### src/rtl/fcmp64_pkg.sv
package fcmp64_pkg;
  localparam int EXP_W  = 11;
  localparam int FRAC_W = 52;
  localparam int DW     = 1 + EXP_W + FRAC_W;
  localparam int QBIT   = FRAC_W - 1;
  localparam logic [4:0] EXC_FP = 5'b00110;

  typedef enum logic [2:0] {
    PRED_UN  = 3'b000,
    PRED_LT  = 3'b001,
    PRED_EQ  = 3'b010,
    PRED_LE  = 3'b011,
    PRED_GT  = 3'b100,
    PRED_NE  = 3'b101,
    PRED_GE  = 3'b110,
    PRED_RSV = 3'b111
  } pred_e;

  typedef struct packed {
    logic          denorm;
    logic          snan;
    logic          qnan;
    logic          zero;
    logic          sign;
    logic [DW-2:0] mag;
  } opclass_t;

  typedef struct packed {
    logic result;
    logic exc;
    logic inv;
    logic dnz;
  } verdict_t;
endpackage

### src/rtl/fcmp64_classify.sv
module fcmp64_classify
  import fcmp64_pkg::*;
(
  input  logic [DW-1:0] word,
  output opclass_t      cls
);
  logic [EXP_W-1:0]  exp_f;
  logic [FRAC_W-1:0] frac_f;
  logic exp_zero, exp_ones, frac_nz, is_nan;

  always_comb begin
    exp_f    = word[DW-2 -: EXP_W];
    frac_f   = word[FRAC_W-1:0];
    exp_zero = (exp_f == '0);
    exp_ones = (exp_f == '1);
    frac_nz  = |frac_f;
    is_nan   = exp_ones & frac_nz;
    cls.denorm = exp_zero & frac_nz;
    cls.snan   = is_nan & ~frac_f[QBIT];
    cls.qnan   = is_nan & frac_f[QBIT];
    cls.zero   = exp_zero & ~frac_nz;
    cls.sign   = word[DW-1];
    cls.mag    = word[DW-2:0];
  end
endmodule

### src/rtl/fcmp64_decide.sv
module fcmp64_decide
  import fcmp64_pkg::*;
(
  input  opclass_t   ca,
  input  opclass_t   cb,
  input  logic [2:0] pred,
  output verdict_t   v
);
  logic  rel_eq, rel_b_lt, rel_b_gt, mag_b_lt;
  pred_e p;

  // Ordering of B against A for non-NaN, non-denormal operands
  always_comb begin
    mag_b_lt = (cb.mag < ca.mag);
    rel_eq   = (ca.zero & cb.zero) | ((ca.sign == cb.sign) & (ca.mag == cb.mag));
    if (rel_eq)                rel_b_lt = 1'b0;
    else if (ca.sign != cb.sign) rel_b_lt = cb.sign;
    else if (!cb.sign)         rel_b_lt = mag_b_lt;
    else                       rel_b_lt = ~mag_b_lt;
    rel_b_gt = ~rel_eq & ~rel_b_lt;
  end

  always_comb begin
    p = pred_e'(pred);
    v = '0;
    if (ca.denorm | cb.denorm) begin
      v.dnz = 1'b1;
      v.exc = 1'b1;
    end else if (ca.snan | cb.snan) begin
      v.inv    = 1'b1;
      v.exc    = 1'b1;
      v.result = (p == PRED_UN) || (p == PRED_NE);
    end else if (ca.qnan | cb.qnan) begin
      case (p)
        PRED_UN, PRED_NE: v.result = 1'b1;
        PRED_EQ, PRED_RSV: v.result = 1'b0;
        default: begin
          v.inv = 1'b1;
          v.exc = 1'b1;
        end
      endcase
    end else begin
      case (p)
        PRED_LT: v.result = rel_b_lt;
        PRED_EQ: v.result = rel_eq;
        PRED_LE: v.result = rel_b_lt | rel_eq;
        PRED_GT: v.result = rel_b_gt;
        PRED_NE: v.result = ~rel_eq;
        PRED_GE: v.result = rel_b_gt | rel_eq;
        default: v.result = 1'b0;
      endcase
    end
  end
endmodule

### src/rtl/fcmp64_pipe.sv
module fcmp64_pipe #(
  parameter int DEPTH = 1,
  parameter int W     = 4
) (
  input  logic         clk,
  input  logic         rst_n,
  input  logic         in_valid,
  output logic         in_ready,
  input  logic [W-1:0] in_data,
  output logic         out_valid,
  input  logic         out_ready,
  output logic [W-1:0] out_data
);
  logic [DEPTH-1:0] vld;
  logic [W-1:0]     dat [DEPTH];
  logic             advance;

  // Whole pipe moves when the last slot is empty or is being drained
  assign advance   = ~vld[DEPTH-1] | out_ready;
  assign in_ready  = advance;
  assign out_valid = vld[DEPTH-1];
  assign out_data  = dat[DEPTH-1];

  always_ff @(posedge clk) begin
    if (!rst_n) begin
      vld[0] <= 1'b0;
      dat[0] <= '0;
    end else if (advance) begin
      vld[0] <= in_valid;
      dat[0] <= in_data;
    end
  end

  for (genvar s = 1; s < DEPTH; s++) begin : g_stage
    always_ff @(posedge clk) begin
      if (!rst_n) begin
        vld[s] <= 1'b0;
        dat[s] <= '0;
      end else if (advance) begin
        vld[s] <= vld[s-1];
        dat[s] <= dat[s-1];
      end
    end
  end
endmodule

### src/rtl/fcmp64_unit.sv
module fcmp64_unit
  import fcmp64_pkg::*;
#(
  parameter bit AREA_OPT = 1'b0
) (
  input  logic          clk,
  input  logic          rst_n,
  input  logic          in_valid,
  output logic          in_ready,
  input  logic [DW-1:0] in_a,
  input  logic [DW-1:0] in_b,
  input  logic [2:0]    in_pred,
  output logic          out_valid,
  input  logic          out_ready,
  output logic          out_result,
  output logic          out_wr_en,
  output logic          out_exc,
  output logic [4:0]    out_exc_code,
  input  logic          flag_clr,
  output logic          flag_invalid,
  output logic          flag_denorm
);
  localparam int LAT = AREA_OPT ? 3 : 1;
  localparam int VW  = $bits(verdict_t);

  logic [DW-1:0] opw [2];
  opclass_t      cls [2];
  verdict_t      v_now, v_out;
  logic [VW-1:0] v_out_bits;
  logic          take;

  assign opw[0] = in_a;
  assign opw[1] = in_b;

  for (genvar k = 0; k < 2; k++) begin : g_cls
    fcmp64_classify u_cls (.word(opw[k]), .cls(cls[k]));
  end

  fcmp64_decide u_dec (
    .ca   (cls[0]),
    .cb   (cls[1]),
    .pred (in_pred),
    .v    (v_now)
  );

  fcmp64_pipe #(.DEPTH(LAT), .W(VW)) u_pipe (
    .clk       (clk),
    .rst_n     (rst_n),
    .in_valid  (in_valid),
    .in_ready  (in_ready),
    .in_data   (v_now),
    .out_valid (out_valid),
    .out_ready (out_ready),
    .out_data  (v_out_bits)
  );

  assign v_out        = verdict_t'(v_out_bits);
  assign out_result   = v_out.result;
  assign out_exc      = out_valid & v_out.exc;
  assign out_wr_en    = out_valid & ~v_out.exc;
  assign out_exc_code = out_exc ? EXC_FP : 5'b00000;
  assign take         = out_valid & out_ready;

  // Sticky flags: clear first, then a newly consumed event sets
  always_ff @(posedge clk) begin
    if (!rst_n) begin
      flag_invalid <= 1'b0;
      flag_denorm  <= 1'b0;
    end else begin
      flag_invalid <= (flag_invalid & ~flag_clr) | (take & v_out.inv);
      flag_denorm  <= (flag_denorm  & ~flag_clr) | (take & v_out.dnz);
    end
  end
endmodule

### config.mk
export PLATFORM = sky130hd
export DESIGN_NAME = fcmp64_unit
export DESIGN_NICKNAME = d
export VERILOG_FILES = /design/src/rtl/fcmp64_pkg.sv /design/src/rtl/fcmp64_classify.sv /design/src/rtl/fcmp64_decide.sv /design/src/rtl/fcmp64_pipe.sv /design/src/rtl/fcmp64_unit.sv
export SDC_FILE = /design/constraint.sdc
export NUM_CORES = 1
export LEC_CHECK = 0
export BUFFER_PORTS_ARGS = -buffer_cell sky130_fd_sc_hd__buf_2
export CORE_MARGIN = 1.5
export CORE_UTILIZATION = 48
export DETAILED_ROUTE_END_ITERATION = 16
export PLACE_DENSITY = 0.93
export SYNTH_ARGS = -nofsm -noshare
export SYNTH_HDL_FRONTEND = slang
export SYNTH_SLANG_ARGS = --single-unit
### constraint.sdc
create_clock -name clk -period 4.5 [get_ports clk]
set_input_delay 0.9 -clock clk [delete_from_list [all_inputs] [get_ports clk]]
set_output_delay 0.9 -clock clk [all_outputs]
set_load 0.02 [all_outputs]
==> metrics.md <==
| Metric | Value |
|---|---|
| Period utilization | about two thirds |
| Worst path bufs/invs | 1 |
| 1st-iter DRT viols | between 150 and 200 |
| CP cell instances | buf_2 -> nor4_1 -> nand4_1 -> nor4_2 -> or4_2 -> nand2_2 -> or4_1 -> a21o_1 -> a31oi_1 |
| Crit start category | input port |
| DRC Markers | 0 |
| CP top delay family | simple AND/OR/NAND/NOR gates |
| Max clock buf depth | 2 |
| Fmax | 324 MHz |
| Mapped Cells | approximately 330 |
| Area of the multi-input gates | 0.00192 mm2 |
| CP Class | input port to flop |
| Yosys reg bits | 7 |
| Max IR drop VDD | slightly below 100 uV |
| Pin count of the biggest net entering global routing | 7 |
| Die W | between 70 and 80 um |
| Worst EP required | ~4.6 ns |
| Finished Cell Area | around 0.0032 mm2 |
| Placer Congestion | between 0.9 and 1 |
| Asr flop ratio synth | 0% |
| Yosys top cell area share | 32.9% |
| Tot GR Track Use | 27.7% |
| # setup viols final | 0 |
| Initial DRT Pass Iterations | 5 |
| CP arrival | about 3.2 ns |
| WL per Instance | 14.0 um |
| Starting Density | between 50 and 60% |
| CTS tree | done |
| Number of synthesized flops with an enable pin | 4 |
| Power Dens Cells | roughly 120 mW/mm2 |
| CTS Sinks | 7 |
| Clk Latency, worst-skew pair | ~0.23 ns |
| Commonest non-fill, non-tap cell in the layout | buf_2 |
| Yosys warns | 0 |
| Number of distinct library cells after synthesis | 41 |
| Mean post-synth cell area | approximately 7.2 um2 |
| Area after detailed placement | 0.00317 mm2 |
| Nets | around 680 |
| Top post-synthesis cells by area | ha_1 (33%), inv_1 (11%), nor4_1 (7.6%), a21oi_1 (5.4%), edfxtp_1 (5.0%) |
| Rows | 25 |
| PortBufs | roughly 140 |
| Crit path largest cell delay | roughly 0.46 ns |
| Die ar. | between 0.005 and 0.006 mm2 |
| Worst Hold Class | flop to flop |
| Die height | 73.7 um |
| H-Tree Level Count | 1 |
| Clock root buffer | clkbuf_8 |
| Max Cap Viol | 0 |
| Antenna-violating nets left | 0 |
| Worst Skew | approximately 0.00037 ns |
| Area leader, netlist | ha_1 |
| Ports | between 100 and 150 |
| Top FF cell, synth | edfxtp_1 |
| ANT cells | 0 |
| Final Hold Fails | 0 |
| Setup TNS | 0 ns |
| Clk slew on worst S/H paths | approximately 0.040 ns |
| Critical path endpoint category | flop |
| # fillers | 420 |
| Initial antenna violation count | 0 |
| CTS buffer count | 3 |
| Fraction of layout cells with a size suffix above 1 | around 33% |
| Routed vias/inst | 5.63 |
| Unrepaired setup endpoints after global routing | false |
| Slew Limit Fails | 0 |
| Seq/Total Area, Yosys | ~7.5% |
| Post-Syn Area | about 0.0024 mm2 |
| Area delta synth->final | 34.2% |
| Post-CTS setup buffers | 0 |
| Post-Layout Cell Count | ~540 |
| PostCTS Resize Cnt | 0 |
| Total grt overflow | 0 |
| Hold WS | approximately 0.54 ns |
| DRT Wirelength | roughly 7600 um |
| Leakage | roughly 0.0018 uW |
| First-pass GRT wire length | ~12000 um |
| Core region area | between 0.004 and 0.005 mm2 |
| Vias in the first global route | 2919 |
| Post-layout minimum cycle time | between 3 and 4 ns |
| Slowest stage cell, crit path | or4_1 |
| Most frequent cells in the layout | buf_2 (144), inv_1 (70), ha_1 (63) |
| Run status | finished, final reports clean |
| FF+latch area | approximately 180 um2 |
| DR vias | between 3000 and 4000 |
| Dpl hpwl | around 6900 um |
| Worst-path maximum fanout | 3 |
| Hold_buf cts | 0 |
| Placed cells | about 540 |
[per-stage QoR]
step           utilization, %  setup WS, ns  power, uW
6_report                 67.7          1.41        399
5_1_grt                  67.7          1.19        432
4_1_cts                  67.7          1.40        394
3_5_place_dp             66.7          1.19        305
3_3_place_gp             66.7          1.20        295
2_1_floorplan               -          1.73        193
[path summary, 6_finish.rpt]
check	slack (ns)	start	end	cells past startpoint
min reg2reg	0.54	flag_denorm	flag_denorm	2
max reg2reg	3.13	u_pipe.out_valid	u_pipe.dat[0][2]	5
max	1.41	in_a[27]	u_pipe.dat[0][3]	9
min	0.54	flag_denorm	flag_denorm	2
[Yosys cell counts (2+ instances only)]
library cell  count
inv_1            70
ha_1             63
nor4_1           29
a21oi_1          26
nand2_1          19
nand4_1          18
nand3_1          17
nor3_1            9
o21ai_0           7
a21o_1            6
nor2_1            6
buf_4             5
nor2b_1           5
a221oi_1          4
and4_1            4
edfxtp_1          4
nor4_2            4
dfxtp_1           3
a211oi_1          2
a21boi_0          2
a32oi_1           2
o21a_1            2
o21bai_1          2
o221ai_1          2
o31ai_1           2
or4_1             2
or4_2             2
[per-layer routing]
| metal | vias up | track usage (%) | part of all wire, % |
|---|---|---|---|
| li1 | 1527 | - | - |
| met1 | 1379 | 32.4 | 41 |
| met2 | 133 | 53.4 | 51 |
| met3 | 19 | 2.61 | 6.1 |
| met4 | 0 | 6.79 | 1.9 |
| met5 | - | 0 | 0 |
[cells by family after synthesis]
kind of cell | synth area share, %
buf+inv | 12.5
compound gates | 16.6
flops | 7.52
xor+xnor | 0.731
simple gates | 29.6
fa+ha+maj | 32.9
other cells | 0.156
[worst reg2reg max path, cell delays in order (launching register included)]
cell      delay, ns
dfxtp_1        0.40
nor2b_1        0.25
inv_1          0.09
nand2_1        0.14
nor2b_1        0.08
o21bai_1       0.16
[where the power goes]
| group | internal, uW | switching [uW] |
|---|---|---|
| Sequential | 70.1 | 1.37 |
| Clock | 61.5 | 29.1 |
| Combinational | 110 | 127 |
[area by class of cell]
cell class              count  share of cell area, %
flip-flops and latches      7                   5.60
well taps                  67                   2.61
multi-input cells         251                   59.8
inverters                  70                   8.17
clock buffers               4                   1.40
repair buffers            144                   22.4
[state kept, by name, summed over array words and instances, names as in the netlist]
signal,cells
u_pipe.out_valid,1
flag_invalid,1
u_pipe.dat,4
flag_denorm,1
Note: power is estimated with default switching activity, not from simulation.
